===== src/rtl/scs_pkg.sv =====
package scs_pkg;

   // capacitor connection command
   typedef enum logic [1:0] {
      CAP_OFF  = 2'b00,
      CAP_SAME = 2'b01,
      CAP_OPP  = 2'b10
   } cap_cmd_e;

   // digit encodings (2-bit two's complement)
   localparam logic [1:0] DIG_ZERO = 2'b00;
   localparam logic [1:0] DIG_POS  = 2'b01;
   localparam logic [1:0] DIG_BAD  = 2'b10;
   localparam logic [1:0] DIG_NEG  = 2'b11;

   // value of a packed code scaled by 2^n; -1000 marks an illegal word
   function automatic int code_value(logic [31:0] w, int n);
      int acc;
      logic [1:0] d;
      acc = 0;
      for (int i = 0; i <= n; i++) begin
         d = w[2*i +: 2];
         if (d == DIG_BAD) return -1000;
         if (i == n && d == DIG_NEG) return -1000;
         if (d == DIG_POS) acc = acc + (1 << i);
         if (d == DIG_NEG) acc = acc - (1 << i);
      end
      return acc;
   endfunction

   // largest number of codes any numerator can have at resolution n
   function automatic int max_codes(int n);
      int best;
      int cnt;
      best = 0;
      for (int k = 0; k < (1 << n); k++) begin
         cnt = 0;
         for (int w = 0; w < (1 << (2*(n+1))); w++)
            if (code_value(32'(w), n) == k) cnt++;
         if (cnt > best) best = cnt;
      end
      return best;
   endfunction

endpackage


===== src/rtl/scs_code_enum.sv =====
module scs_code_enum #(
   parameter int NFRAC = 3
) (
   input  logic [2*(NFRAC+1)-1:0] cand_i,
   input  logic [NFRAC-1:0]       target_i,
   output logic                   match_o
);
   import scs_pkg::*;

   localparam int VW = NFRAC + 3;

   logic signed [VW-1:0] term [NFRAC+1];
   logic [NFRAC:0]       legal;
   logic signed [VW-1:0] sum;
   logic signed [VW-1:0] tgt;

   for (genvar g = 0; g <= NFRAC; g++) begin : g_digit
      localparam int WT = 1 << g;
      logic [1:0] d;
      assign d = cand_i[2*g +: 2];
      assign term[g] = (d == DIG_POS) ? VW'(WT) :
                       (d == DIG_NEG) ? -(VW'(WT)) : '0;
      if (g == NFRAC) begin : g_lead
         // leading digit may only be 0 or 1
         assign legal[g] = (d == DIG_ZERO) || (d == DIG_POS);
      end else begin : g_frac
         assign legal[g] = (d != DIG_BAD);
      end
   end

   always_comb begin
      sum = '0;
      for (int i = 0; i <= NFRAC; i++) sum = sum + term[i];
   end

   assign tgt     = $signed({{(VW-NFRAC){1'b0}}, target_i});
   assign match_o = (&legal) && (sum == tgt);

endmodule


===== src/rtl/scs_code_store.sv =====
module scs_code_store #(
   parameter int W     = 8,
   parameter int DEPTH = 8
) (
   input  logic                       clk_i,
   input  logic                       rst_ni,
   input  logic                       clr_i,
   input  logic                       push_i,
   input  logic [W-1:0]               push_word_i,
   input  logic [$clog2(DEPTH)-1:0]   rd_idx_i,
   output logic [W-1:0]               rd_word_o,
   output logic [$clog2(DEPTH+1)-1:0] count_o
);
   localparam int IW   = $clog2(DEPTH);
   localparam int CNTW = $clog2(DEPTH + 1);
   localparam logic [CNTW-1:0] DEPTH_C = CNTW'(DEPTH);

   logic [W-1:0]    mem [DEPTH];
   logic [CNTW-1:0] count;

   always_ff @(posedge clk_i or negedge rst_ni) begin
      if (!rst_ni) begin
         count <= '0;
      end else if (clr_i) begin
         count <= '0;
      end else if (push_i && count < DEPTH_C) begin
         count <= count + CNTW'(1);
      end
   end

   always_ff @(posedge clk_i) begin
      if (!clr_i && push_i && count < DEPTH_C) mem[count[IW-1:0]] <= push_word_i;
   end

   assign rd_word_o = mem[rd_idx_i];
   assign count_o   = count;


   room_chk: assert property (@(posedge clk_i) disable iff (!rst_ni)
      (push_i && !clr_i) |-> (count < DEPTH_C));


   ascending_chk: assert property (@(posedge clk_i) disable iff (!rst_ni)
      (push_i && !clr_i && count != '0 && count < DEPTH_C)
         |-> (push_word_i > mem[IW'(count - CNTW'(1))]));

endmodule


===== src/rtl/scs_cap_decode.sv =====
module scs_cap_decode #(
   parameter int NFRAC = 3
) (
   input  logic [2*(NFRAC+1)-1:0] code_i,
   output logic                   src_en_o,
   output logic [2*NFRAC-1:0]     cap_cmd_o
);
   import scs_pkg::*;

   localparam int CW = 2 * (NFRAC + 1);

   assign src_en_o = (code_i[CW-2 +: 2] == DIG_POS);

   for (genvar j = 1; j <= NFRAC; j++) begin : g_cap
      logic [1:0] d;
      cap_cmd_e   cmd;
      assign d = code_i[2*(NFRAC-j) +: 2];
      always_comb begin
         case (d)
            DIG_NEG: cmd = CAP_SAME;
            DIG_POS: cmd = CAP_OPP;
            default: cmd = CAP_OFF;
         endcase
      end
      assign cap_cmd_o[2*(j-1) +: 2] = cmd;
   end

endmodule


===== src/rtl/scs_phase_seq.sv =====
module scs_phase_seq #(
   parameter int NFRAC      = 3,
   parameter int LIST_DEPTH = 8
) (
   input  logic                    clk_i,
   input  logic                    rst_ni,
   input  logic [NFRAC-1:0]        num_i,
   input  logic                    start_i,
   input  logic                    tick_i,
   output logic                    active_o,
   output logic [2*(NFRAC+1)-1:0]  code_o,
   output logic                    src_en_o,
   output logic [2*NFRAC-1:0]      cap_cmd_o
);
   localparam int CW   = 2 * (NFRAC + 1);
   localparam int IW   = $clog2(LIST_DEPTH);
   localparam int CNTW = $clog2(LIST_DEPTH + 1);
   localparam logic [CW-1:0] CAND_LAST = {CW{1'b1}};

   if (NFRAC < 1 || NFRAC > 4) begin : g_bad_nfrac
      $error("NFRAC must lie in 1..4");
   end
   if (LIST_DEPTH < 2 || LIST_DEPTH < scs_pkg::max_codes(NFRAC)) begin : g_bad_depth
      $error("LIST_DEPTH too small for the code count at this resolution");
   end

   typedef enum logic [1:0] {ST_IDLE, ST_BUILD, ST_RUN} seq_state_e;

   seq_state_e       state;
   logic [CW-1:0]    cand;
   logic [IW-1:0]    idx;
   logic [NFRAC-1:0] cur_num;

   logic             match;
   logic             store_clr;
   logic             store_push;
   logic [CW-1:0]    rd_word;
   logic [CNTW-1:0]  count;
   logic             at_last;
   logic             retarget;

   scs_code_enum #(.NFRAC(NFRAC)) i_enum (
      .cand_i   (cand),
      .target_i (cur_num),
      .match_o  (match)
   );

   scs_code_store #(.W(CW), .DEPTH(LIST_DEPTH)) i_store (
      .clk_i       (clk_i),
      .rst_ni      (rst_ni),
      .clr_i       (store_clr),
      .push_i      (store_push),
      .push_word_i (cand),
      .rd_idx_i    (idx),
      .rd_word_o   (rd_word),
      .count_o     (count)
   );

   assign at_last    = (CNTW'(idx) == count - CNTW'(1));
   assign retarget   = (state == ST_RUN) && tick_i && at_last && (num_i != cur_num);
   assign store_clr  = ((state == ST_IDLE) && start_i) || retarget;
   assign store_push = (state == ST_BUILD) && match;

   always_ff @(posedge clk_i or negedge rst_ni) begin
      if (!rst_ni) begin
         state   <= ST_IDLE;
         cand    <= '0;
         idx     <= '0;
         cur_num <= '0;
      end else begin
         case (state)
            ST_IDLE: begin
               if (start_i) begin
                  state   <= ST_BUILD;
                  cand    <= '0;
                  cur_num <= num_i;
               end
            end
            ST_BUILD: begin
               cand <= cand + CW'(1);
               if (cand == CAND_LAST) begin
                  state <= ST_RUN;
                  idx   <= '0;
               end
            end
            ST_RUN: begin
               if (tick_i) begin
                  if (retarget) begin
                     state   <= ST_BUILD;
                     cand    <= '0;
                     cur_num <= num_i;
                  end else if (at_last) begin
                     idx <= '0;
                  end else begin
                     idx <= idx + IW'(1);
                  end
               end
            end
            default: state <= ST_IDLE;
         endcase
      end
   end

   assign active_o = (state == ST_RUN);
   assign code_o   = active_o ? rd_word : '0;

   scs_cap_decode #(.NFRAC(NFRAC)) i_decode (
      .code_i    (code_o),
      .src_en_o  (src_en_o),
      .cap_cmd_o (cap_cmd_o)
   );


   value_match_chk: assert property (@(posedge clk_i) disable iff (!rst_ni)
      active_o |-> (scs_pkg::code_value(32'(code_o), NFRAC) == int'(cur_num)));


   hold_code_chk: assert property (@(posedge clk_i) disable iff (!rst_ni)
      (active_o && !tick_i) |=> (active_o && $stable(code_o)));


   midcycle_keep_chk: assert property (@(posedge clk_i) disable iff (!rst_ni)
      (active_o && tick_i && !at_last) |=> (active_o && $stable(cur_num)));


   start_ignored_chk: assert property (@(posedge clk_i) disable iff (!rst_ni)
      (active_o && start_i && !tick_i) |=> $stable(cur_num));

endmodule


===== config.mk =====
export PLATFORM = sky130hd
export DESIGN_NAME = scs_phase_seq
export DESIGN_NICKNAME = d
export VERILOG_FILES = /design/src/rtl/scs_pkg.sv /design/src/rtl/scs_code_enum.sv /design/src/rtl/scs_code_store.sv /design/src/rtl/scs_cap_decode.sv /design/src/rtl/scs_phase_seq.sv
export SDC_FILE = /design/constraint.sdc
export NUM_CORES = 1
export LEC_CHECK = 0
export ABC_CLOCK_PERIOD_IN_PS = 7900
export BUFFER_PORTS_ARGS = -buffer_cell sky130_fd_sc_hd__buf_2
export CAP_MARGIN = 10
export CORE_MARGIN = 2
export CORE_UTILIZATION = 30
export CTS_BUF_LIST = sky130_fd_sc_hd__clkbuf_8
export DETAILED_ROUTE_END_ITERATION = 10
export MAX_ROUTING_LAYER = met4
export PLACE_DENSITY = 0.41
export SLEW_MARGIN = 10
export SYNTH_ARGS = -nofsm -noshare
export SYNTH_HDL_FRONTEND = slang
export SYNTH_SLANG_ARGS = --single-unit

===== constraint.sdc =====
create_clock -name clk_i -period 7.9 [get_ports clk_i]
set_input_delay 0.79 -clock clk_i [delete_from_list [all_inputs] [get_ports clk_i]]
set_output_delay 0.79 -clock clk_i [all_outputs]
set_load 0.02 [all_outputs]

==> run summary, run 1 <==
## Outcome
• run status: finished, final reports clean

## Clocking
• Longest Clk Path Bufs: 2
• cts bufs inserted: 9
• sinks on the clock net: 84
• clock latency on the worst-skew pair: 0.36 ns
• Setup Buffers After CTS: 0
• clock transition time at the flip-flop clock pins of the worst setup and hold paths: 0.09 ns
• Post-CTS Hold Fix Bufs: 0
• number of levels the H-tree was split into: 3
• clock root buffer: sky130_fd_sc_hd__clkbuf_8
• post-cts resize count: 0
• clock tree from TritonCTS: done

## Yosys
• EDFF count, synth: 64
• Ys Warns: 0
• post-synth top area share: 47.1%
• area fraction in compound gates after synthesis: 3.99%
• count of distinct cell types in the synthesized netlist: 53
• leading area contributor after synthesis: sky130_fd_sc_hd__edfxtp_1
• average size of a mapped cell: 15.2 um2
• fraction of registers with async set or reset after synthesis: 23.8%
• most frequently used flop master after synthesis: sky130_fd_sc_hd__edfxtp_1
• Synth Area in Adders: 6.01%
• post-synthesis net count: 292
• main combinational cell family by area after synthesis: multiplexers
• flip-flop and latch count after synthesis: 84
• fraction of the yosys area taken by sequential cells: 59.4%
• synth top area cells: sky130_fd_sc_hd__edfxtp_1 47%, sky130_fd_sc_hd__dfrtp_1 12%, sky130_fd_sc_hd__mux4_2 6.6%
• post-synthesis xor/xnor area fraction: 4.39%
• simple logic cell fraction of the synthesized area: 10.3%
• number of instances in the synthesized netlist: 269
• Post-Syn Area: 4080 um2
• multiplexer area fraction after synthesis: 12.5%

## Timing
• final critical path time including I/O delays and setup: 5.31 ns
• number of pins exceeding their max-slew limit in the final report: 0
• fmax: 0.188 GHz
• headroom to the max-slew limit: 20.1%
• final hold violations: 0
• Worst-Margin Slew: 1.19 ns
• Final TNS setup: 0 ns
• skew final: 0.0106 ns
• least setup slack across all paths after layout: 2.59 ns
• total setup violations reported at the end of the flow: 0
• part of the cycle the worst path needs: 67.2%
• RSZ-0062 raised after global routing: no

## Global route
• wire length of the first global-routing pass: 13.6 mm
• maximum number of pins on one net before global-route repair: 21
• number of global-route vias before repair: 2347
• global-route usage over all layers: 13.3%
• overall overflow remaining after global route: 0
• initial antenna violation count: 0

## Worst setup path
• crit path capture type: flop
• type of the worst setup path: flop to flop
• Worst EP required: 7.87 ns
• arrival time worst endpoint: 5.28 ns
• maximum fanout count along the critical path: 13
• crit path launch type: flop

## Floorplanning
• height of the die: 121 um
• Floorplan Core Area: 13200 um2
• die width: 121 um
• standard-cell rows: 42
• number of primary I/O pins: 23
• area of the die: 14500 um2
• initial standard-cell utilization of the core: 30.8%

## Detailed routing
• routed len/inst: 18.0 um
• DRC viols: 0
• vias: 2219
• number of detailed-routing iterations run before antenna repair: 4
• initial drt markers: 150
• Routed Antenna Nets: 0
• aggregate routed wire length: 8.63 mm
• via-per-instance ratio: 4.63

## Final layout
• Area Overhead vs Synth: 13.4%
• final design utilization: 34.9%
• nets: 321
• fraction of layout cells with a size suffix above 1: 24.8%
• antenna cell count: 0
• number of standard cells in the final layout excluding fillers: 479
• final cell area excluding filler cells: 4630 um2

## Power and ir drop
• Worst IR Drop VDD: 0.112 mV
• power per unit of standard cell area: 270 nW/um2
• Leakage Power: 1.73 nW

## Place
• cell area after placement: 4410 um2
• weighted congestion at the end of routability-driven global placement: 0.750
• Post-Place Cells: 463
• Place WS: 2.59 ns
• number of buffers inserted by port buffering: 22
• placed wire-length estimate: 6.11 mm

## Run
• max_cap viols: 0

## Min path
• worst min path class: primary input to asynchronous set/reset pin

## cells in the mapped netlist, drive strengths merged (3+ instances only)
cell type,count
nand4,4
nand2,15
nand3,3
mux2i,5
fa,6
or3,5
dfrtp,20
ha,10
nor2,18
mux2,7
mux4,16
nor3,11
edfxtp,64
buf,6
clkbuf,4
o21ai,6
xnor2,5
nor2b,4
inv,19
xor2,12
nor4,4
## state kept, by name, summed over array words and instances, names as in the netlist
name	cells
i_store.mem	64
cand	8
i_store.count_o	4
idx	3
state	2
cur_num	3
## worst max-delay path, stage by stage (launching register included)
cell	delay [ns]
sky130_fd_sc_hd__dfrtp_1	0.58
sky130_fd_sc_hd__nand2_1	0.33
sky130_fd_sc_hd__fa_1	0.59
sky130_fd_sc_hd__inv_1	0.05
sky130_fd_sc_hd__fa_1	0.45
sky130_fd_sc_hd__ha_1	0.22
sky130_fd_sc_hd__fa_1	0.41
sky130_fd_sc_hd__or2_2	0.28
sky130_fd_sc_hd__a2111o_1	0.44
sky130_fd_sc_hd__nor2_1	0.13
sky130_fd_sc_hd__nand4_1	0.40
sky130_fd_sc_hd__nor4_2	1.04
## worst paths after layout
path	from	end	slack, ns	cells after the start
hold reg to reg	cur_num[2]	cur_num[2]	0.59	1
setup / recovery	cand[2]	i_store.mem[6][0]	2.59	11
max in group asynchronous	rst_ni	cand[5]	7.16	1
hold / removal	rst_ni	cur_num[0]	0.39	1
setup reg to reg	cand[2]	i_store.mem[6][0]	2.59	11
min in group clk_i	cur_num[2]	cur_num[2]	0.59	1
## where the power goes
| group | internal [mW] | total [mW] | switching (mW) |
|---|---|---|---|
| Clock | 0.148 | 0.305 | 0.158 |
| Sequential | 0.546 | 0.629 | 0.0830 |
| Combinational | 0.143 | 0.317 | 0.174 |
| Total | 0.836 | 1.25 | 0.414 |
## layout make-up
class / count / area [um2]
Sequential cell: 84 / 2420
Clock inverter: 7 / 75.1
Timing Repair Buffer: 28 / 155
Fill cell: 1303 / 8620
Multi-Input combinational cell: 156 / 1560
Inverter: 19 / 71.3
Tap cell: 176 / 220
Clock buffer: 9 / 124
## cells by family after synthesis
kind of cell / after synthesis
AO/OA/AOI/OAI: 19
multiplexers: 28
XOR/XNOR: 18
AND/OR/NAND/NOR: 75
adder cells (fa/ha/maj): 16
flip-flops: 84
buffers and inverters: 29
## per-layer routing
layer | vias to the layer above | wire (um) | track usage (%)
met4 | 0 | 93 | 3.42
met3 | 8 | 311 | 3.63
met1 | 1109 | 3940 | 16.4
li1 | 1057 | - | -
met2 | 45 | 4290 | 21.6
met5 | - | 0 | -
## metrics by stage
step / total power, mW / hold WS, ns
detailed placement: 0.955 / 0.579
global placement: 0.955 / 0.571
CTS: 1.26 / 0.397
global route: 1.33 / 0.407
finish: 1.25 / 0.386
floorplan: 0.868 / 0.494
## layout by cell type (no fill, tap or decap), types with 6 or more instances in the layout
cell type,n
sky130_fd_sc_hd__xor2_1,11
sky130_fd_sc_hd__ha_1,10
sky130_fd_sc_hd__buf_4,6
sky130_fd_sc_hd__mux4_2,12
sky130_fd_sc_hd__clkbuf_8,9
sky130_fd_sc_hd__nor2_1,18
sky130_fd_sc_hd__inv_1,20
sky130_fd_sc_hd__nor3_1,11
sky130_fd_sc_hd__buf_2,22
sky130_fd_sc_hd__mux2_2,6
sky130_fd_sc_hd__nand2_1,15
sky130_fd_sc_hd__edfxtp_1,64
sky130_fd_sc_hd__fa_1,6
sky130_fd_sc_hd__dfrtp_1,20
Power figures use the tool's default switching activity.
==> run 2, diff against run 1 <==
--- a/config.mk
+++ b/config.mk
@@ -5,7 +5,7 @@
 export SDC_FILE = /design/constraint.sdc
 export NUM_CORES = 1
 export LEC_CHECK = 0
-export ABC_CLOCK_PERIOD_IN_PS = 7900
+export ABC_CLOCK_PERIOD_IN_PS = 4750
 export BUFFER_PORTS_ARGS = -buffer_cell sky130_fd_sc_hd__buf_2
 export CAP_MARGIN = 10
 export CORE_MARGIN = 2
@@ -13,7 +13,7 @@
 export CTS_BUF_LIST = sky130_fd_sc_hd__clkbuf_8
 export DETAILED_ROUTE_END_ITERATION = 10
 export MAX_ROUTING_LAYER = met4
-export PLACE_DENSITY = 0.41
+export PLACE_DENSITY = 0.43
 export SLEW_MARGIN = 10
 export SYNTH_ARGS = -nofsm -noshare
 export SYNTH_HDL_FRONTEND = slang
==> constraint.sdc (replaced) <==
create_clock -name clk_i -period 4.75 [get_ports clk_i]
set_input_delay 0.475 -clock clk_i [delete_from_list [all_inputs] [get_ports clk_i]]
set_output_delay 0.475 -clock clk_i [all_outputs]
set_load 0.02 [all_outputs]
==> run summary, run 2 (synthesis results as in run 1) <==
## Worst setup path
• cell occurring most often along the worst timing path: sky130_fd_sc_hd__fa_1, unchanged
• Buf/Inv on CP: 3, was 1
• Worst EP required: 4.82 ns, was 7.87 ns
• crit path capture type: flop, unchanged
• crit path launch type: flop, unchanged
• Slowest Stage Delay on Critical Path: 0.57 ns, was 1.04 ns
• cell type group with the largest total delay on the critical path: adder cells, was simple AND/OR/NAND/NOR gates
• CP max-delay cell: sky130_fd_sc_hd__fa_1, was sky130_fd_sc_hd__nor4_2
• type of the worst setup path: flop to flop, unchanged
• CP cell instances: nand2_1 -> fa_1 -> inv_1 -> fa_1 -> ha_1 -> fa_1 -> or2_2 -> a2111o_1 -> nor2_1 -> nand4_1 -> buf_4 -> nor3_1 -> buf_4, was nand2_1 -> fa_1 -> inv_1 -> fa_1 -> ha_1 -> fa_1 -> or2_2 -> a2111o_1 -> nor2_1 -> nand4_1 -> nor4_2
• maximum fanout count along the critical path: 8, was 13
• number of cell instances on the worst register-to-register path: 13, was 11
• Crit. path cell count: 13, was 11
• worst reg-to-reg setup slack: 0.66 ns, was 2.59 ns
• arrival time worst endpoint: 4.17 ns, was 5.28 ns

## Clocking
• cts bufs inserted: 9, unchanged
• clock latency on the worst-skew pair: 0.36 ns, about the same
• post-cts resize count: 0, unchanged
• number of levels the H-tree was split into: 3, unchanged
• clock transition time at the flip-flop clock pins of the worst setup and hold paths: 0.09 ns, about the same
• sinks on the clock net: 84, unchanged
• Post-CTS Hold Fix Bufs: 0, unchanged
• Setup Buffers After CTS: 0, unchanged
• clock root buffer: sky130_fd_sc_hd__clkbuf_8, unchanged
• Longest Clk Path Bufs: 2, unchanged
• clock tree from TritonCTS: done, unchanged

## Timing
• final critical path time including I/O delays and setup: 4.09 ns, was 5.31 ns
• final hold violations: 0, unchanged
• Worst-Margin Slew: 0.944 ns, was 1.19 ns
• total setup violations reported at the end of the flow: 0, unchanged
• part of the cycle the worst path needs: 86.2%, was 67.2%
• fmax: 0.244 GHz, was 0.188 GHz
• Final TNS setup: 0 ns, unchanged
• RSZ-0062 raised after global routing: no, unchanged
• skew final: 0.0124 ns, was 0.0106 ns
• headroom to the max-slew limit: 37.1%, was 20.1%
• number of pins exceeding their max-slew limit in the final report: 0, unchanged

## Place
• weighted congestion at the end of routability-driven global placement: 0.705, was 0.750
• Post-Place Cells: 476, was 463
• placed wire-length estimate: 6.27 mm, was 6.11 mm
• number of buffers inserted by port buffering: 22, unchanged

## Final layout
• flip-flop count of the largest register after layout: 64, unchanged
• final design utilization: 35.5%, was 34.9%
• nets: 334, was 321
• number of standard cells in the final layout excluding fillers: 492, was 479
• antenna cell count: 0, unchanged
• leading cell type in the layout, fill and taps excluded: sky130_fd_sc_hd__edfxtp_1, unchanged
• highest-count cells in the layout ignoring fill and taps: 64 x sky130_fd_sc_hd__edfxtp_1, 22 x sky130_fd_sc_hd__buf_2, 21 x sky130_fd_sc_hd__inv_1, was 64 x sky130_fd_sc_hd__edfxtp_1, 22 x sky130_fd_sc_hd__buf_2, 20 x sky130_fd_sc_hd__inv_1, 20 x sky130_fd_sc_hd__dfrtp_1, 18 x sky130_fd_sc_hd__nor2_1
• fraction of layout cells with a size suffix above 1: 27.5%, was 24.8%
• Area Overhead vs Synth: 15.2%, was 13.4%

## Detailed routing
• vias: 2263, was 2219
• routed len/inst: 17.9 um, was 18.0 um
• DRC viols: 0, unchanged
• aggregate routed wire length: 8.78 mm, was 8.63 mm
• initial drt markers: 109, was 150
• number of detailed-routing iterations run before antenna repair: 4, unchanged
• Routed Antenna Nets: 0, unchanged
• via-per-instance ratio: 4.60, was 4.63

## Outcome
• run status: finished, final reports clean, unchanged

## Global route
• overall overflow remaining after global route: 0, unchanged
• wire length of the first global-routing pass: 13.7 mm, was 13.6 mm
• global-route usage over all layers: 13.5%, was 13.3%
• number of global-route vias before repair: 2293, was 2347
• maximum number of pins on one net before global-route repair: 21, unchanged
• initial antenna violation count: 0, unchanged

## Floorplanning
• area of the die: 14500 um2, unchanged
• Floorplan Core Area: 13200 um2, unchanged
• initial standard-cell utilization of the core: 30.8%, unchanged
• die width: 121 um, unchanged
• standard-cell rows: 42, unchanged
• height of the die: 121 um, unchanged
• number of primary I/O pins: 23, unchanged

## Run
• max_cap viols: 0, unchanged

## Power and ir drop
• Leakage Power: 1.80 nW, was 1.73 nW
• Worst IR Drop VDD: 0.208 mV, was 0.112 mV
• power per unit of standard cell area: 457 nW/um2, was 270 nW/um2

## Min path
• worst min path class: primary input to asynchronous set/reset pin, unchanged

## run 2: final cells by class
| cell class | instances | area (um2) |
|---|---|---|
| Fill cell | 1268 | 8540 |
| Sequential cell | 84 | 2420 |
| Multi-Input combinational cell | 156 | 1540 |
| Timing Repair Buffer | 41 | 253 |
| Tap cell | 176 | 220 |
| Clock buffer | 9 | 124 |
| Inverter | 19 | 71.3 |
| Clock inverter | 7 | 68.8 |
## run 2: where the power goes
part / internal (mW) / leakage [nW] / switching (mW) / total [mW]
registers: 0.907 / 0.876 / 0.0593 / 0.966
clock network: 0.241 / 0.0945 / 0.266 / 0.507
logic: 0.275 / 0.826 / 0.400 / 0.675
total: 1.42 / 1.80 / 0.726 / 2.15
## run 2: worst paths after layout
check                           start           endpoint
setup / recovery              cand[3]  i_store.mem[7][5]
hold / removal                 rst_ni         cur_num[1]
setup reg to reg              cand[3]  i_store.mem[7][5]
hold reg to reg            cur_num[2]         cur_num[2]
max in group asynchronous      rst_ni            cand[5]
min in group clk_i           num_i[1]         cur_num[1]
## run 2: layer usage
layer,vias up,wire (um),GRT usage (%)
met4,0,163,5.67
met1,1128,4150,17.2
met5,-,0,-
met3,15,228,2.41
met2,37,4240,21.4
li1,1083,-,-
## run 2: worst register-to-register path, cell delays in order, from the launching register on
cell and delay, ns:
sky130_fd_sc_hd__dfrtp_1 0.35, sky130_fd_sc_hd__nand2_1 0.23, sky130_fd_sc_hd__fa_1 0.57, sky130_fd_sc_hd__inv_1 0.05
sky130_fd_sc_hd__fa_1 0.45, sky130_fd_sc_hd__ha_1 0.22, sky130_fd_sc_hd__fa_1 0.41, sky130_fd_sc_hd__or2_2 0.28
sky130_fd_sc_hd__a2111o_1 0.44, sky130_fd_sc_hd__nor2_1 0.13, sky130_fd_sc_hd__nand4_1 0.09, sky130_fd_sc_hd__buf_4 0.19
sky130_fd_sc_hd__nor3_1 0.18, sky130_fd_sc_hd__buf_4 0.21
## run 2: metrics by stage
step	power (mW)	hold WS, ns	cell area [um2]	setup slack [ns]
floorplan	1.44	0.179	4080	0.0620
global placement	1.67	0.483	4510	0.703
detailed placement	1.66	0.487	4510	0.659
CTS	2.17	0.0708	4700	0.626
global route	2.29	0.0943	4700	0.451
finish	2.15	0.0723	4700	0.655
==> run 3, diff against run 2 <==
--- a/config.mk
+++ b/config.mk
@@ -8,6 +8,7 @@
 export ABC_CLOCK_PERIOD_IN_PS = 4750
 export BUFFER_PORTS_ARGS = -buffer_cell sky130_fd_sc_hd__buf_2
 export CAP_MARGIN = 10
+export CORE_ASPECT_RATIO = 0.7
 export CORE_MARGIN = 2
 export CORE_UTILIZATION = 30
 export CTS_BUF_LIST = sky130_fd_sc_hd__clkbuf_8
@@ -18,3 +19,4 @@
 export SYNTH_ARGS = -nofsm -noshare
 export SYNTH_HDL_FRONTEND = slang
 export SYNTH_SLANG_ARGS = --single-unit
+export TNS_END_PERCENT = 5
==> run summary, run 3 (synthesis results as in run 1) <==
## Timing
• fmax: 0.230 GHz, was 0.244 GHz
• headroom to the max-slew limit: 40.9%, was 37.1%
• Worst-Margin Slew: 0.887 ns, was 0.944 ns
• Final TNS setup: 0 ns, unchanged
• skew final: 0.0133 ns, was 0.0124 ns
• total setup violations reported at the end of the flow: 0, unchanged
• Hold WS: 0.0933 ns, was 0.0723 ns
• final hold violations: 0, unchanged
• number of pins exceeding their max-slew limit in the final report: 0, unchanged
• final critical path time including I/O delays and setup: 4.36 ns, was 4.09 ns
• RSZ-0062 raised after global routing: no, unchanged
• part of the cycle the worst path needs: 91.7%, was 86.2%

## Power and ir drop
• Leakage Power: 1.80 nW, about the same
• total power after layout: 2.06 mW, was 2.15 mW
• power per unit of standard cell area: 439 nW/um2, was 457 nW/um2
• Worst IR Drop VDD: 0.194 mV, was 0.208 mV

## Worst setup path
• crit path capture type: flop, unchanged
• crit path launch type: flop, unchanged
• Worst EP required: 4.82 ns, about the same
• type of the worst setup path: flop to flop, unchanged
• arrival time worst endpoint: 4.42 ns, was 4.17 ns
• maximum fanout count along the critical path: 12, was 8

## Floorplanning
• initial standard-cell utilization of the core: 30.8%, about the same
• Floorplan Core Area: 13200 um2, about the same
• die width: 143 um, was 121 um
• standard-cell rows: 35, was 42
• height of the die: 102 um, was 121 um
• area of the die: 14600 um2, was 14500 um2
• number of primary I/O pins: 23, unchanged

## Final layout
• antenna cell count: 0, unchanged
• flip-flop count of the largest register after layout: 64, unchanged
• nets: 337, was 334
• Area Overhead vs Synth: 15.3%, was 15.2%
• highest-count cells in the layout ignoring fill and taps: 64 x sky130_fd_sc_hd__edfxtp_1, 22 x sky130_fd_sc_hd__buf_2, 22 x sky130_fd_sc_hd__buf_4, was 64 x sky130_fd_sc_hd__edfxtp_1, 22 x sky130_fd_sc_hd__buf_2, 21 x sky130_fd_sc_hd__inv_1
• final cell area excluding filler cells: 4700 um2, about the same
• leading cell type in the layout, fill and taps excluded: sky130_fd_sc_hd__edfxtp_1, unchanged
• fraction of layout cells with a size suffix above 1: 28.3%, was 27.5%

## Clocking
• clock transition time at the flip-flop clock pins of the worst setup and hold paths: 0.08 ns, was 0.09 ns
• cts bufs inserted: 9, unchanged
• clock tree from TritonCTS: done, unchanged
• sinks on the clock net: 84, unchanged
• Post-CTS Hold Fix Bufs: 0, unchanged
• Longest Clk Path Bufs: 2, unchanged
• clock root buffer: sky130_fd_sc_hd__clkbuf_8, unchanged
• clock latency on the worst-skew pair: 0.35 ns, was 0.36 ns
• number of levels the H-tree was split into: 3, unchanged

## Outcome
• run status: finished, final reports clean, unchanged

## Global route
• initial antenna violation count: 0, unchanged
• global-route usage over all layers: 14.1%, was 13.5%
• wire length of the first global-routing pass: 14.3 mm, was 13.7 mm
• overall overflow remaining after global route: 0, unchanged
• maximum number of pins on one net before global-route repair: 21, unchanged
• number of global-route vias before repair: 2392, was 2293

## Detailed routing
• vias: 2286, was 2263
• number of detailed-routing iterations run before antenna repair: 5, was 4
• DRC viols: 0, unchanged
• Routed Antenna Nets: 0, unchanged
• via-per-instance ratio: 4.54, was 4.60
• routed len/inst: 17.8 um, was 17.9 um
• initial drt markers: 155, was 109
• aggregate routed wire length: 8.95 mm, was 8.78 mm

## Place
• number of buffers inserted by port buffering: 22, unchanged
• weighted congestion at the end of routability-driven global placement: 0.739, was 0.705
• placed wire-length estimate: 6.52 mm, was 6.27 mm
• cell area after placement: 4530 um2, was 4510 um2

## Run
• max_cap viols: 0, unchanged

## Min path
• worst min path class: primary input to asynchronous set/reset pin, unchanged

run 3: changes by cell type in the layout (fill, tap and decap cells not counted):
cell and delta:
sky130_fd_sc_hd__nor3_2 +1, sky130_fd_sc_hd__clkinvlp_4 -2, sky130_fd_sc_hd__clkinv_1 +1, sky130_fd_sc_hd__nor3_1 -1
sky130_fd_sc_hd__clkinv_2 +2, sky130_fd_sc_hd__bufinv_16 -1, sky130_fd_sc_hd__inv_1 -1, sky130_fd_sc_hd__buf_4 +3
sky130_fd_sc_hd__clkinv_4 +1, sky130_fd_sc_hd__inv_6 -1
run 3: critical path, stage by stage (launching register included):
cell and delay [ns]:
sky130_fd_sc_hd__dfrtp_1 0.56, sky130_fd_sc_hd__nand2_1 0.22, sky130_fd_sc_hd__fa_1 0.58, sky130_fd_sc_hd__inv_1 0.05, sky130_fd_sc_hd__fa_1 0.45, sky130_fd_sc_hd__ha_1 0.22, sky130_fd_sc_hd__fa_1 0.43, sky130_fd_sc_hd__or2_2 0.28
sky130_fd_sc_hd__a2111o_1 0.44, sky130_fd_sc_hd__nor2_1 0.12, sky130_fd_sc_hd__nand4_1 0.09, sky130_fd_sc_hd__buf_4 0.20, sky130_fd_sc_hd__nor4_2 0.23, sky130_fd_sc_hd__buf_4 0.21
run 3: repair_timing:
action	CTS	global route
setup endpoints to repair	0	64
setup buffers	0	1
gates resized for setup	0	1
run 3: path summary, 6_finish.rpt:
check,startpoint,end,slack (ns),cells past startpoint
max,cand[4],i_store.mem[0][5],0.39,13
min,rst_ni,cand[7],0.09,1
max reg2reg,cand[4],i_store.mem[0][5],0.39,13
min reg2reg,cur_num[2],cur_num[2],0.58,1
max in group asynchronous,rst_ni,idx[1],4.30,1
min in group clk_i,num_i[2],cur_num[2],0.38,2
run 3: cell type report:
| type | count | area [um2] |
|---|---|---|
| Fill cell | 1302 | 8520 |
| Sequential cell | 84 | 2420 |
| Multi-Input combinational cell | 156 | 1550 |
| Timing Repair Buffer | 44 | 275 |
| Tap cell | 185 | 231 |
| Clock buffer | 9 | 124 |
| Inverter | 19 | 71.3 |
| Clock inverter | 6 | 33.8 |
run 3: per-layer routing:
| layer | share of wire, % | track usage (%) | vias up |
|---|---|---|---|
| met1 | 54 | 21.5 | 1140 |
| li1 | - | - | 1092 |
| met2 | 39 | 18.5 | 46 |
| met3 | 5.4 | 3.69 | 8 |
| met5 | 0 | - | - |
| met4 | 0.89 | 2.94 | 0 |
run 3: power breakdown:
part | internal [mW] | switching [mW] | total, mW
Combinational | 0.278 | 0.378 | 0.656
Sequential | 0.907 | 0.0714 | 0.979
Clock | 0.182 | 0.247 | 0.429
Total | 1.37 | 0.697 | 2.06
run 3: through the flow:
step	cells	setup WS, ns	utilization [%]
floorplan	269	0.0620	-
global placement	487	0.285	34.3
detailed placement	487	0.210	34.3
CTS	502	0.152	35.5
global route	503	0.136	35.6
finish	503	0.395	35.6
